<file path="src/rtl/dma_issuer_pkg.sv">
package dma_issuer_pkg;

  typedef enum logic [1:0] {
    CLS_WR = 2'd0,
    CLS_RD = 2'd1,
    CLS_IN = 2'd2
  } txn_cls_e;

  localparam logic [2:0] KIND_FULL_WR = 3'd0;
  localparam logic [2:0] KIND_PART_WR = 3'd1;
  localparam logic [2:0] KIND_READ    = 3'd2;
  localparam logic [2:0] KIND_SH_READ = 3'd3;
  localparam logic [2:0] KIND_INTR    = 3'd4;

  function automatic txn_cls_e kind_to_cls(input logic [2:0] kind);
    if (kind == KIND_INTR)
      return CLS_IN;
    else if (kind[1])
      return CLS_RD;
    else
      return CLS_WR;
  endfunction

endpackage

</file>
<file path="src/rtl/dma_id_pool.sv">
module dma_id_pool
  import dma_issuer_pkg::*;
#(
  parameter int NUM_IDS  = 16,
  parameter int INTR_CAP = 4,
  localparam int ID_W    = $clog2(NUM_IDS),
  localparam int CNT_W   = $clog2(INTR_CAP + 1)
) (
  input  logic            clk,
  input  logic            rst,
  input  logic            alloc,
  input  txn_cls_e        alloc_cls,
  input  logic            wack_valid,
  input  logic [ID_W-1:0] wack_id,
  input  logic            ret_valid,
  input  txn_cls_e        ret_cls,
  input  logic [ID_W-1:0] ret_id,
  output logic [ID_W-1:0] pick_id,
  output logic            any_free,
  output logic            intr_full,
  output logic            err_flag
);

  logic [NUM_IDS-1:0] free_q;
  txn_cls_e           owner_q [NUM_IDS];
  logic [CNT_W-1:0]   icnt_q;
  logic               err_q;

  logic wack_hit, ret_hit, bad_ret;

  // lowest free index wins
  always_comb begin
    pick_id = '0;
    for (int i = NUM_IDS - 1; i >= 0; i--)
      if (free_q[i]) pick_id = ID_W'(i);
  end

  assign any_free  = |free_q;
  assign intr_full = (icnt_q == CNT_W'(INTR_CAP));

  assign wack_hit = wack_valid && !free_q[wack_id] && (owner_q[wack_id] == CLS_WR);
  assign ret_hit  = ret_valid  && !free_q[ret_id]  && (owner_q[ret_id]  == ret_cls);
  assign bad_ret  = (wack_valid && !wack_hit) || (ret_valid && !ret_hit);

  always_ff @(posedge clk) begin
    if (rst) begin
      free_q <= '1;
      icnt_q <= '0;
      err_q  <= 1'b0;
    end else begin
      logic [NUM_IDS-1:0] nxt;
      nxt = free_q;
      if (alloc)    nxt[pick_id] = 1'b0;
      if (wack_hit) nxt[wack_id] = 1'b1;
      if (ret_hit)  nxt[ret_id]  = 1'b1;
      free_q <= nxt;
      icnt_q <= icnt_q + CNT_W'(alloc && alloc_cls == CLS_IN)
                       - CNT_W'(ret_hit && ret_cls == CLS_IN);
      err_q  <= err_q | bad_ret;
    end
  end

  // owner table needs no reset: only read while the ID is held
  always_ff @(posedge clk) begin
    if (alloc) owner_q[pick_id] <= alloc_cls;
  end

  assign err_flag = err_q;

endmodule

</file>
<file path="src/rtl/dma_cmd_stage.sv">
module dma_cmd_stage
  import dma_issuer_pkg::*;
#(
  parameter int ADDR_W  = 40,
  parameter int DATA_W  = 128,
  parameter int ID_W    = 4,
  parameter int ID_LSB  = 11,
  parameter int TAG_W   = 16,
  localparam int MASK_W = DATA_W / 8,
  localparam int LANES  = DATA_W / 32,
  localparam int PAR_W  = LANES + 1
) (
  input  logic              clk,
  input  logic              rst,
  input  logic              accept,
  input  logic [2:0]        kind,
  input  logic [ADDR_W-1:0] addr,
  input  logic [DATA_W-1:0] data,
  input  logic [MASK_W-1:0] mask,
  input  logic [ID_W-1:0]   id,
  output logic              cmd_valid,
  output logic [3:0]        cmd_code,
  output logic [ADDR_W-1:0] cmd_addr,
  output logic [TAG_W-1:0]  cmd_tag,
  output logic              dat_valid,
  output logic [DATA_W-1:0] dat_beat,
  output logic [MASK_W-1:0] dat_mask,
  output logic [PAR_W-1:0]  dat_par
);

  logic              is_wr;
  logic [TAG_W-1:0]  tag_d;
  logic [PAR_W-1:0]  par_d;
  logic              cmd_valid_q, wr_pend_q, dat_valid_q;
  logic [3:0]        code_q;
  logic [ADDR_W-1:0] addr_q;
  logic [TAG_W-1:0]  tag_q;
  logic [DATA_W-1:0] dbuf_q, beat_q;
  logic [MASK_W-1:0] mbuf_q, mask_q;
  logic [PAR_W-1:0]  par_q;

  assign is_wr = (kind_to_cls(kind) == CLS_WR);

  always_comb begin
    tag_d = '0;
    tag_d[ID_LSB +: ID_W] = id;
    tag_d[TAG_W-1]        = (kind == KIND_SH_READ);
  end

  // odd parity: one bit per 32-bit lane above the mask bit
  for (genvar l = 0; l < LANES; l++) begin : g_lane_par
    assign par_d[l+1] = ~^dbuf_q[l*32 +: 32];
  end
  assign par_d[0] = ~^mbuf_q;

  always_ff @(posedge clk) begin
    if (rst) begin
      cmd_valid_q <= 1'b0;
      wr_pend_q   <= 1'b0;
      dat_valid_q <= 1'b0;
    end else begin
      cmd_valid_q <= accept;
      wr_pend_q   <= accept && is_wr;
      dat_valid_q <= wr_pend_q;
    end
  end

  always_ff @(posedge clk) begin
    if (accept) begin
      code_q <= {1'b0, kind};
      addr_q <= addr;
      tag_q  <= tag_d;
    end
    if (accept && is_wr) begin
      dbuf_q <= data;
      mbuf_q <= mask;
    end
    if (wr_pend_q) begin
      beat_q <= dbuf_q;
      mask_q <= mbuf_q;
      par_q  <= par_d;
    end
  end

  assign cmd_valid = cmd_valid_q;
  assign cmd_code  = code_q;
  assign cmd_addr  = addr_q;
  assign cmd_tag   = tag_q;
  assign dat_valid = dat_valid_q;
  assign dat_beat  = beat_q;
  assign dat_mask  = mask_q;
  assign dat_par   = par_q;

endmodule

</file>
<file path="src/rtl/dma_issuer.sv">
module dma_issuer
  import dma_issuer_pkg::*;
#(
  parameter int NUM_IDS  = 16,
  parameter int INTR_CAP = 4,
  parameter int ADDR_W   = 40,
  parameter int DATA_W   = 128,
  parameter int ID_LSB   = 11,
  localparam int ID_W    = $clog2(NUM_IDS),
  localparam int MASK_W  = DATA_W / 8,
  localparam int PAR_W   = DATA_W / 32 + 1,
  localparam int TAG_W   = 16
) (
  input  logic              clk,
  input  logic              rst,
  input  logic              req_valid,
  input  logic [2:0]        req_kind,
  input  logic [ADDR_W-1:0] req_addr,
  input  logic [DATA_W-1:0] req_data,
  input  logic [MASK_W-1:0] req_mask,
  output logic              req_ready,
  output logic              cmd_valid,
  output logic [3:0]        cmd_code,
  output logic [ADDR_W-1:0] cmd_addr,
  output logic [TAG_W-1:0]  cmd_tag,
  output logic              dat_valid,
  output logic [DATA_W-1:0] dat_beat,
  output logic [MASK_W-1:0] dat_mask,
  output logic [PAR_W-1:0]  dat_par,
  input  logic              wack_valid,
  input  logic [ID_W-1:0]   wack_id,
  input  logic              ret_valid,
  input  logic [1:0]        ret_code,
  input  logic [TAG_W-1:0]  ret_tag,
  output logic              err_flag
);

  logic [ID_W-1:0] pick_id;
  logic            any_free, intr_full, accept, kind_ok;
  txn_cls_e        ret_cls;
  logic            unused_tag_bits;

  assign kind_ok   = (req_kind <= KIND_INTR);
  assign req_ready = kind_ok && any_free && !(req_kind == KIND_INTR && intr_full);
  assign accept    = req_valid && req_ready;
  assign ret_cls   = ret_code[1] ? CLS_IN : CLS_RD;
  assign unused_tag_bits = ^{ret_tag[TAG_W-1:ID_LSB+ID_W], ret_tag[ID_LSB-1:0]};

  dma_id_pool #(
    .NUM_IDS  (NUM_IDS),
    .INTR_CAP (INTR_CAP)
  ) u_pool (
    .clk        (clk),
    .rst        (rst),
    .alloc      (accept),
    .alloc_cls  (kind_to_cls(req_kind)),
    .wack_valid (wack_valid),
    .wack_id    (wack_id),
    .ret_valid  (ret_valid),
    .ret_cls    (ret_cls),
    .ret_id     (ret_tag[ID_LSB +: ID_W]),
    .pick_id    (pick_id),
    .any_free   (any_free),
    .intr_full  (intr_full),
    .err_flag   (err_flag)
  );

  dma_cmd_stage #(
    .ADDR_W (ADDR_W),
    .DATA_W (DATA_W),
    .ID_W   (ID_W),
    .ID_LSB (ID_LSB),
    .TAG_W  (TAG_W)
  ) u_stage (
    .clk       (clk),
    .rst       (rst),
    .accept    (accept),
    .kind      (req_kind),
    .addr      (req_addr),
    .data      (req_data),
    .mask      (req_mask),
    .id        (pick_id),
    .cmd_valid (cmd_valid),
    .cmd_code  (cmd_code),
    .cmd_addr  (cmd_addr),
    .cmd_tag   (cmd_tag),
    .dat_valid (dat_valid),
    .dat_beat  (dat_beat),
    .dat_mask  (dat_mask),
    .dat_par   (dat_par)
  );

endmodule

</file>
<file path="config.mk">
export PLATFORM = sky130hd
export DESIGN_NAME = dma_issuer
export DESIGN_NICKNAME = d
export VERILOG_FILES = /design/src/rtl/dma_issuer_pkg.sv /design/src/rtl/dma_id_pool.sv /design/src/rtl/dma_cmd_stage.sv /design/src/rtl/dma_issuer.sv
export SDC_FILE = /design/constraint.sdc
export NUM_CORES = 1
export LEC_CHECK = 0
export ABC_AREA = 1
export ABC_CLOCK_PERIOD_IN_PS = 17400
export BUFFER_PORTS_ARGS = -buffer_cell sky130_fd_sc_hd__clkbuf_2
export CAP_MARGIN = 20
export CORE_MARGIN = 4
export CORE_UTILIZATION = 30
export DETAILED_ROUTE_END_ITERATION = 7
export PLACE_DENSITY_LB_ADDON = 0.2
export SLEW_MARGIN = 30
export SYNTH_ARGS = -nofsm -noshare
export SYNTH_HDL_FRONTEND = slang
export SYNTH_SLANG_ARGS = --single-unit
</file>
<file path="constraint.sdc">
create_clock -name clk -period 17.4 [get_ports clk]
set_clock_uncertainty 0.2 [all_clocks]
set_input_delay 0.87 -clock clk [delete_from_list [all_inputs] [get_ports clk]]
set_output_delay 0.87 -clock clk [all_outputs]
set_load 0.1 [all_outputs]
</file>
==> parameters.txt, run 1 <==
Parameter                              Value

Status
  Result of the run    completed

Worst setup path
  Critical path origin    ret_tag[11]
  RR Startpoint    u_pool.free_q[0]$_SDFF_PP1_
  Worst Reg-to-Reg Cells    10
  Register-to-register path setup slack    13860 ps
  Startpoint kind of the worst setup timing path    input pin
  Crit path to    u_pool.icnt_q[2]$_SDFF_PP0_
  Critical Path End Type    register
  Worst endpoint required time    17650 ps
  Category of the critical setup timing path    in2reg
  Maximum fanout along the worst path    17
  Data arrival at the endpoint of the critical path    a little over 4000 ps
  Reg-to-reg critical path endpoint    u_stage.dbuf_q[7]$_DFFE_PP_

Placement
  DPL Wire Length    27900 um
  Port buffer count    approximately 400
  Weighted congestion reported at the end of routability-driven placement    0.894
  Setup Slack @ Placement    around 13000 ps

Timing
  Worst-case headroom to the max-slew limit    0.409
  RSZ-0062 raised after global routing    no
  Worst slew pin tran    887 ps
  Maximum clock frequency    around 260 MHz
  Post-route minimum period    3830 ps
  Count of endpoints failing hold in the final timing report    0
  Final period util    0.220
  Setup-violating endpoint count in the final report    0
  Final sum of negative setup slack    0 ps
  Post-route worst setup slack    approximately 14000 ps
  Final-layout worst hold slack    approximately 250 ps
  Final-report max-slew violation count    0

Global route
  Vias in the first global route    8962
  First-pass GRT wire length    roughly 56000 um
  Number of antenna violations at the first check in global routing    6
  GR Overflow Total    0
  Overall fraction of global-route tracks in use    0.141
  Maximum number of pins on one net before global-route repair    83

Logic synthesis
  Cell area after technology mapping    0.0147 mm^2
  Average footprint of a synthesized cell    roughly 16 um^2
  Share of the synthesized area in the top cell type    0.761
  Number of instances in the synthesized netlist    911
  Largest cells by area after synthesis    edfxtp_1 (76%), xnor2_1 (6.7%), dfxtp_1 (3.1%)
  Proportion of register bits with asynchronous set or reset after synthesis    0
  Flop and latch count out of synthesis    just under 400
  Sequential element share of the synthesized area    0.792
  Most frequently used flop master after synthesis    edfxtp_1
  Distinct cells, synth    35
  EDFF count, synth    373
  YS warnings    0
  Most area-hungry cell type in the Yosys netlist    edfxtp_1

Routing
  Wirelength per Cell    18.7 um
  Antenna viol nets, final    0
  Detailed-route vias per instance    ~4.3
  Final wirelength    38300 um
  DRC    0
  TritonRoute pass-1 iters    5
  DR vias    8738
  DRC violation total after the first TritonRoute iteration    550

CTS
  Number of buffers inserted to repair setup after CTS    0
  Maximum clock insertion buffer count    3
  CTS tree    yes
  Post-cts repair resize count    0
  Clk sink count    396
  CTS Root Cell    clkbuf_16
  H-tree level count    2
  Clk Latency, worst-skew pair    570 ps
  CTS Hold Buffers Added    0
  Clk pin slew, worst setup/hold paths    ~60 ps
  TritonCTS Buffers    44

Floorplan
  Height of the die    approximately 230 um
  I/O pin count    427
  Total die area    0.0527 mm^2
  Placeable core region    0.0481 mm^2
  Starting Density    0.306
  Overall die width    ~230 um
  Cell Rows    80

Layout
  Commonest cells after routing, fill and taps aside    clkbuf_2 (401), edfxtp_1 (373), xnor2_1 (113)
  Layout net count    1572
  Total area of sequential cells    ~0.012 mm^2
  Fraction of layout instances using a drive strength above 1    0.353
  Area of the multi-input gates    0.00267 mm^2
  Most common cell after layout, fill and taps aside    clkbuf_2
  Filler instances    between 4000 and 5000
  Area added between synthesis and finish    29.0%

Power and ir drop
  Max rail drop VDD    0.0623 mV
  Power density over cell area    roughly 120 mW/mm^2
  Static leakage    0.00747 uW

Worst hold path
  Worst hold path type    reg2reg

Run
  Number of maximum-capacitance constraint violations    0
per-layer routing:
layer,vias up,share of wire,track usage
li1,4119,-,-
met1,4254,0.38,0.170
met2,292,0.50,0.240
met3,69,0.088,0.0468
met4,4,0.023,0.0424
met5,-,0.00042,0
state kept, by name, indices dropped and copies added, names as in the netlist:
name,count
u_stage.dat_mask,16
u_stage.dbuf_q,128
u_stage.cmd_valid,1
u_pool.free_q,16
u_stage.dat_beat,128
u_stage.cmd_addr,40
u_stage.cmd_tag,5
u_stage.wr_pend_q,1
u_pool.owner_q,32
u_pool.err_flag,1
u_stage.cmd_code,3
u_pool.icnt_q,3
u_stage.dat_par,5
u_stage.mbuf_q,16
u_stage.dat_valid,1
power by group:
group | switching, uW | leakage [uW] | internal, uW
Clock | 381 | 0.000708 | 552
Sequential | 12.9 | 0.00362 | 1080
Combinational | 184 | 0.00314 | 64.3
synth_stat cells, types with 4 or more instances:
cell type / count
nor3_1: 11
xor2_1: 26
edfxtp_1: 373
xnor2_1: 113
o22ai_1: 5
nor2_1: 41
nand2_1: 111
dfxtp_1: 23
o21ai_0: 10
buf_6: 4
buf_4: 13
a22oi_1: 12
inv_1: 72
o31ai_1: 12
nand4_1: 9
a22oi_2: 6
a21oi_1: 4
nand3_1: 39
cells by family after synthesis:
group           Yosys count  synth area share
compound gates           57            0.0283
flops                   396             0.792
xor+xnor                139            0.0827
simple gates            219            0.0634
buf+inv                  96            0.0298
fa+ha+maj                 3           0.00306
other cells               1          0.000255
through the flow:
stage	std cells	power, uW	utilization	instance area [um^2]
6_report	2050	2270	0.394	19000
4_1_cts	2045	2310	0.394	19000
5_1_grt	2049	2360	0.394	19000
3_3_place_gp	1964	1360	0.363	17500
3_5_place_dp	1964	1360	0.363	17500
2_1_floorplan	922	1310	-	14800
cell type report:
type                    instances  area share
diodes                          4    0.000527
clock buffers                  53      0.0609
clock inverters                28      0.0162
inverters                      76      0.0150
multi-input cells             430       0.141
flip-flops and latches        396       0.614
well taps                     656      0.0432
repair buffers                407       0.109
worst min path at each step:
stage                                      start                              to  cells past startpoint
floorplan           u_pool.free_q[11]$_SDFF_PP1_    u_pool.free_q[11]$_SDFF_PP1_                      2
detailed placement  u_stage.dbuf_q[60]$_DFFE_PP_  u_stage.dat_beat[60]$_DFFE_PP_                      0
finish              u_stage.dbuf_q[99]$_DFFE_PP_  u_stage.dat_beat[99]$_DFFE_PP_                      0
CTS                                 req_data[97]    u_stage.dbuf_q[97]$_DFFE_PP_                      1
global route                        req_data[97]    u_stage.dbuf_q[97]$_DFFE_PP_                      1
global placement     u_stage.mbuf_q[4]$_DFFE_PP_   u_stage.dat_mask[4]$_DFFE_PP_                      0
critical path, stage by stage:
cell and delay, ps:
clkbuf_2 120, nor2_2 660, a22oi_1 200, nand2_1 120
nand2_1 80, nand2_1 130, nor2_1 50, nand2_1 60
nand2_1 90, nor2_4 390, nand2_1 130, inv_1 100
ha_1 230, inv_1 60, ha_1 140, inv_1 50
fa_1 380, o21ai_0 170, a21oi_1 60
Note: power is estimated with default switching activity, not from simulation.
==> inputs of run 2 (changes only) <==
- ABC_CLOCK_PERIOD_IN_PS: 17400 -> 3100
- clock period: 17.4 -> 3.1 ns (I/O delays scaled with it)
==> parameters.txt, run 2 (same netlist as run 1, synthesis figures left out) <==
Parameter                              Value

Status
  Result of the run    completed

Global route
  Number of antenna violations at the first check in global routing    1
  Vias in the first global route    10200
  First-pass GRT wire length    a little over 60000 um
  GR Overflow Total    0
  Overall fraction of global-route tracks in use    0.149
  Maximum number of pins on one net before global-route repair    between 60 and 70

CTS
  CTS Root Cell    clkbuf_16
  CTS tree    yes
  H-tree level count    2
  Clk sink count    396
  Maximum clock insertion buffer count    3
  Clk pin slew, worst setup/hold paths    roughly 60 ps
  TritonCTS Buffers    45
  Clk Latency, worst-skew pair    560 ps
  Number of buffers inserted to repair setup after CTS    0

Worst setup path
  Worst endpoint required time    3340 ps
  RR Startpoint    u_pool.owner_q[8][1]$_DFFE_PP_
  Category of the critical setup timing path    in2reg
  Data arrival at the endpoint of the critical path    3130 ps
  Reg-to-reg critical path endpoint    u_pool.icnt_q[2]$_SDFF_PP0_
  Critical Path End Type    register
  Maximum fanout along the worst path    5
  Worst Reg-to-Reg Cells    16
  Startpoint kind of the worst setup timing path    input pin
  Register-to-register path setup slack    380 ps

Worst hold path
  Worst hold path type    in2reg
  Cell depth of the worst min-delay path    2
  Destination of the worst hold path    u_stage.dbuf_q[11]$_DFFE_PP_
  Hold path startpoint    req_data[11]

Placement
  Placed instance count    around 2000
  DPL Wire Length    28700 um
  Weighted congestion reported at the end of routability-driven placement    0.880
  Port buffer count    between 400 and 500

Routing
  DR vias    9586
  TritonRoute pass-1 iters    4
  Detailed-route vias per instance    4.22
  DRC violation total after the first TritonRoute iteration    516
  DRC    0
  Antenna viol nets, final    0
  Final wirelength    40600 um
  Wirelength per Cell    17.9 um

Floorplan
  Overall die width    229 um
  Placeable core region    0.0481 mm^2
  I/O pin count    427
  Cell Rows    80
  Starting Density    0.306
  Height of the die    229 um
  Total die area    0.0527 mm^2

Timing
  Post-route minimum period    2890 ps
  Count of endpoints failing hold in the final timing report    0
  Maximum clock frequency    346 MHz
  RSZ-0062 raised after global routing    yes
  Worst-case headroom to the max-slew limit    0.528
  Setup-violating endpoint count in the final report    0
  Final period util    0.932
  Final sum of negative setup slack    0 ps
  Worst slew pin tran    708 ps
  Final-report max-slew violation count    0

Layout
  Number of standard cells in the layout, taps in and fillers out    2270
  Layout net count    around 1800
  Commonest cells after routing, fill and taps aside    clkbuf_2 (399), edfxtp_1 (373), dlygate4sd3_1 (202)
  Area added between synthesis and finish    44.0%
  Most common cell after layout, fill and taps aside    clkbuf_2
  Fraction of layout instances using a drive strength above 1    0.326

Power and ir drop
  Max rail drop VDD    approximately 0.43 mV
  Static leakage    0.00839 uW
  Power consumption    12700 uW
  Power density over cell area    601 mW/mm^2

Run
  Number of maximum-capacitance constraint violations    0
==> run 2: final cells by class <==
type                       instances  area, um^2
antenna                            3        7.51
clock buffer                      56        1170
clock inverter                    22         199
fill                            4388       27000
inverter                          76         285
multi-input combinational        430        2700
sequential                       396       11700
tap                              656         821
timing repair buffer             631        4330
==> run 2: routing by layer <==
layer | track usage | routed length, um | vias up
li1 | - | - | 4575
met1 | 0.184 | 16800 | 4611
met2 | 0.256 | 19900 | 328
met3 | 0.0378 | 2720 | 72
met4 | 0.0515 | 1250 | 0
met5 | 0 | 0 | -
==> run 2: worst max path at each step <==
stage,startpoint,endpoint,slack (ps),cells past startpoint
after CTS,wack_id[1],u_pool.free_q[10]$_SDFF_PP1_,60,16
final,wack_id[1],u_pool.err_flag$_SDFF_PP0_,210,15
after floorplan,u_pool.free_q[8]$_SDFF_PP1_,u_stage.dbuf_q[0]$_DFFE_PP_,-2710,8
after global placement,ret_tag[12],u_pool.icnt_q[2]$_SDFF_PP0_,200,20
after detailed placement,ret_tag[12],u_pool.icnt_q[2]$_SDFF_PP0_,180,20
after global routing,ret_tag[12],u_pool.icnt_q[2]$_SDFF_PP0_,-8,20
==> run 2: critical path: stages <==
cell	delay, ps
dlygate4sd3_1	530
clkbuf_2	130
inv_1	50
nor2_1	40
dlygate4sd3_1	550
buf_4	170
o31ai_1	60
nand2_1	100
o21ai_0	180
nand2_1	80
nor2_1	150
nand2_2	130
a21oi_1	150
a21oi_1	80
dlygate4sd3_1	570
==> run 2: what timing repair did <==
action                     CTS  global route
gates resized for setup      0             8
hold buffers               204             0
hold endpoints to repair   228             0
setup endpoints to repair    0             4
==> run 2: where the power goes <==
group          switching (uW)  internal (uW)
Clock                    2110           2840
Sequential               73.9           6050
Combinational            1110            554
Total                    3290           9450
==> run 2: through the flow <==
| stage | cell area [um^2] | utilization | hold WS, ps | setup slack (ps) |
|---|---|---|---|---|
| final | 21200 | 0.440 | 107 | 210 |
| after floorplan | 14800 | - | 21.7 | -2710 |
| after global placement | 17800 | 0.369 | 132 | 198 |
| after global routing | 21200 | 0.440 | 77.1 | -7.64 |
| after detailed placement | 17800 | 0.369 | 134 | 179 |
| after CTS | 21200 | 0.440 | 56.7 | 64.4 |
==> inputs of run 3 (changes only) <==
- CTS_BUF_LIST: unset -> sky130_fd_sc_hd__clkbuf_16
==> parameters.txt, run 3 (same netlist as run 1, synthesis figures left out) <==
Parameter                              Value

Floorplan
  Overall die width    229 um
  Height of the die    229 um
  I/O pin count    between 400 and 500
  Cell Rows    80
  Starting Density    0.306
  Placeable core region    0.0481 mm^2
  Total die area    ~0.053 mm^2

Placement
  DPL Wire Length    roughly 29000 um
  Setup Slack @ Placement    179 ps
  Placed instance count    1987
  Weighted congestion reported at the end of routability-driven placement    roughly 0.9
  Port buffer count    401
  Cell area after placement    0.0178 mm^2

Power and ir drop
  Static leakage    0.00843 uW
  Max rail drop VDD    0.430 mV
  Power density over cell area    ~600 mW/mm^2

Worst setup path
  Category of the critical setup timing path    in2reg
  Reg-to-reg critical path endpoint    u_pool.icnt_q[2]$_SDFF_PP0_
  Critical-path cell with the highest stage delay    dlygate4sd3_1
  Critical Path End Type    register
  Worst Reg-to-Reg Cells    16
  Combined buffer and inverter count along the critical path    6
  Maximum fanout along the worst path    5
  CP delay by family, top    buffers and inverters
  Cell depth of the worst setup path    16
  Data arrival at the endpoint of the critical path    3170 ps
  Critical path origin    wack_id[1]
  Crit path to    u_pool.free_q[10]$_SDFF_PP1_
  Worst endpoint required time    3370 ps
  Sequence of cells on the critical path    dlygate4sd3_1, clkbuf_2, inv_1, nor2_1, dlygate4sd3_1, buf_4, o31ai_1, nand2_1, o21ai_0, nand2_1, nor2_1, nand2_2, nor2_4, nand2_1, dlygate4sd3_1, nand4_1
  RR Startpoint    u_pool.owner_q[8][1]$_DFFE_PP_
  Largest stage delay, worst path    550 ps
  Startpoint kind of the worst setup timing path    input pin
  Register-to-register path setup slack    380 ps

CTS
  Clk sink count    396
  Clk pin slew, worst setup/hold paths    60 ps
  H-tree level count    2
  CTS Root Cell    clkbuf_16
  Clk Latency, worst-skew pair    560 ps
  Number of buffers inserted to repair setup after CTS    0
  CTS tree    yes
  Maximum clock insertion buffer count    3
  TritonCTS Buffers    45

Routing
  Antenna viol nets, final    0
  DR vias    between 9000 and 10000
  TritonRoute pass-1 iters    5
  DRC    0
  Detailed-route vias per instance    4.22
  Final wirelength    40600 um
  DRC violation total after the first TritonRoute iteration    505
  Wirelength per Cell    roughly 18 um

Run
  Number of maximum-capacitance constraint violations    0

Global route
  Vias in the first global route    10200
  GR Overflow Total    0
  Number of antenna violations at the first check in global routing    1
  Maximum number of pins on one net before global-route repair    around 60
  Overall fraction of global-route tracks in use    0.149
  First-pass GRT wire length    60400 um

Layout
  Fraction of layout instances using a drive strength above 1    0.326
  Area added between synthesis and finish    44.0%
  Utilization of the core after routing    0.440
  Number of standard cells in the layout, taps in and fillers out    around 2300
  Most common cell after layout, fill and taps aside    clkbuf_2
  Final instance area    0.0212 mm^2
  Filler instances    4387
  Layout net count    1797
  Commonest cells after routing, fill and taps aside    clkbuf_2 (399), edfxtp_1 (373), dlygate4sd3_1 (202)

Status
  Result of the run    completed

Timing
  Final period util    0.937
  Maximum clock frequency    344 MHz
  Post-route minimum period    2910 ps
  Final-layout worst hold slack    ~110 ps
  Final-report max-slew violation count    0
  Setup-violating endpoint count in the final report    0
  Post-route worst setup slack    roughly 190 ps
  RSZ-0062 raised after global routing    yes
  Worst slew pin tran    708 ps
  Worst-case headroom to the max-slew limit    0.528
  Count of endpoints failing hold in the final timing report    0

Worst hold path
  Cell depth of the worst min-delay path    2
  Worst hold path type    in2reg
run 3: cell types whose count changed in the layout (fill, tap and decap cells not counted):
| cell | delta |
|---|---|
| clkbuf_1 | -11 |
| inv_1 | +11 |
| diode_2 | -1 |
run 3: through the flow:
| step | total power, uW | setup TNS, ps |
|---|---|---|
| 2_1_floorplan | 7320 | -389680 |
| 3_3_place_gp | 7670 | 0 |
| 3_5_place_dp | 7690 | 0 |
| 4_1_cts | 12900 | 0 |
| 5_1_grt | 13200 | -7.64 |
| 6_report | 12700 | 0 |
run 3: layer usage:
layer  routed length [um]  up-vias  global-route usage  share of wire
met5                    0        -                   0              0
met1                16800     4590               0.184           0.41
met4                 1200        0              0.0515          0.030
li1                     -     4572                   -              -
met2                19900      335               0.256           0.49
met3                 2700       71              0.0378          0.066
run 3: repair_timing:
action	CTS	global route
hold buffers	204	0
endpoints found under the setup margin	0	4
endpoints found under the hold margin	228	0
gates resized for setup	0	8
run 3: where the power goes:
part | leakage [uW] | switching, uW | total, uW | internal, uW
Sequential | 0.00361 | 73.8 | 6120 | 6050
Clock | 0.000706 | 2110 | 4920 | 2810
Combinational | 0.00412 | 1110 | 1660 | 554
run 3: worst min path at each step:
| stage | from | to | slack (ps) |
|---|---|---|---|
| finish | req_data[11] | u_stage.dbuf_q[11]$_DFFE_PP_ | 110 |
| detailed placement | req_addr[9] | u_stage.cmd_addr[9]$_DFFE_PP_ | 130 |
| global route | req_data[50] | u_stage.dbuf_q[50]$_DFFE_PP_ | 80 |
| CTS | req_data[49] | u_stage.dbuf_q[49]$_DFFE_PP_ | 60 |
| floorplan | rst | u_pool.icnt_q[1]$_SDFF_PP0_ | 20 |
| global placement | req_addr[24] | u_stage.cmd_addr[24]$_DFFE_PP_ | 130 |
run 3: cell type report:
type	instances	area, um^2	share of cell area
sequential	396	11700	0.551
timing repair buffer	631	4330	0.204
multi-input combinational	430	2700	0.128
clock buffer	45	1130	0.0532
tap	656	821	0.0387
inverter	76	285	0.0135
clock inverter	33	240	0.0113
antenna	2	5.00	0.000236
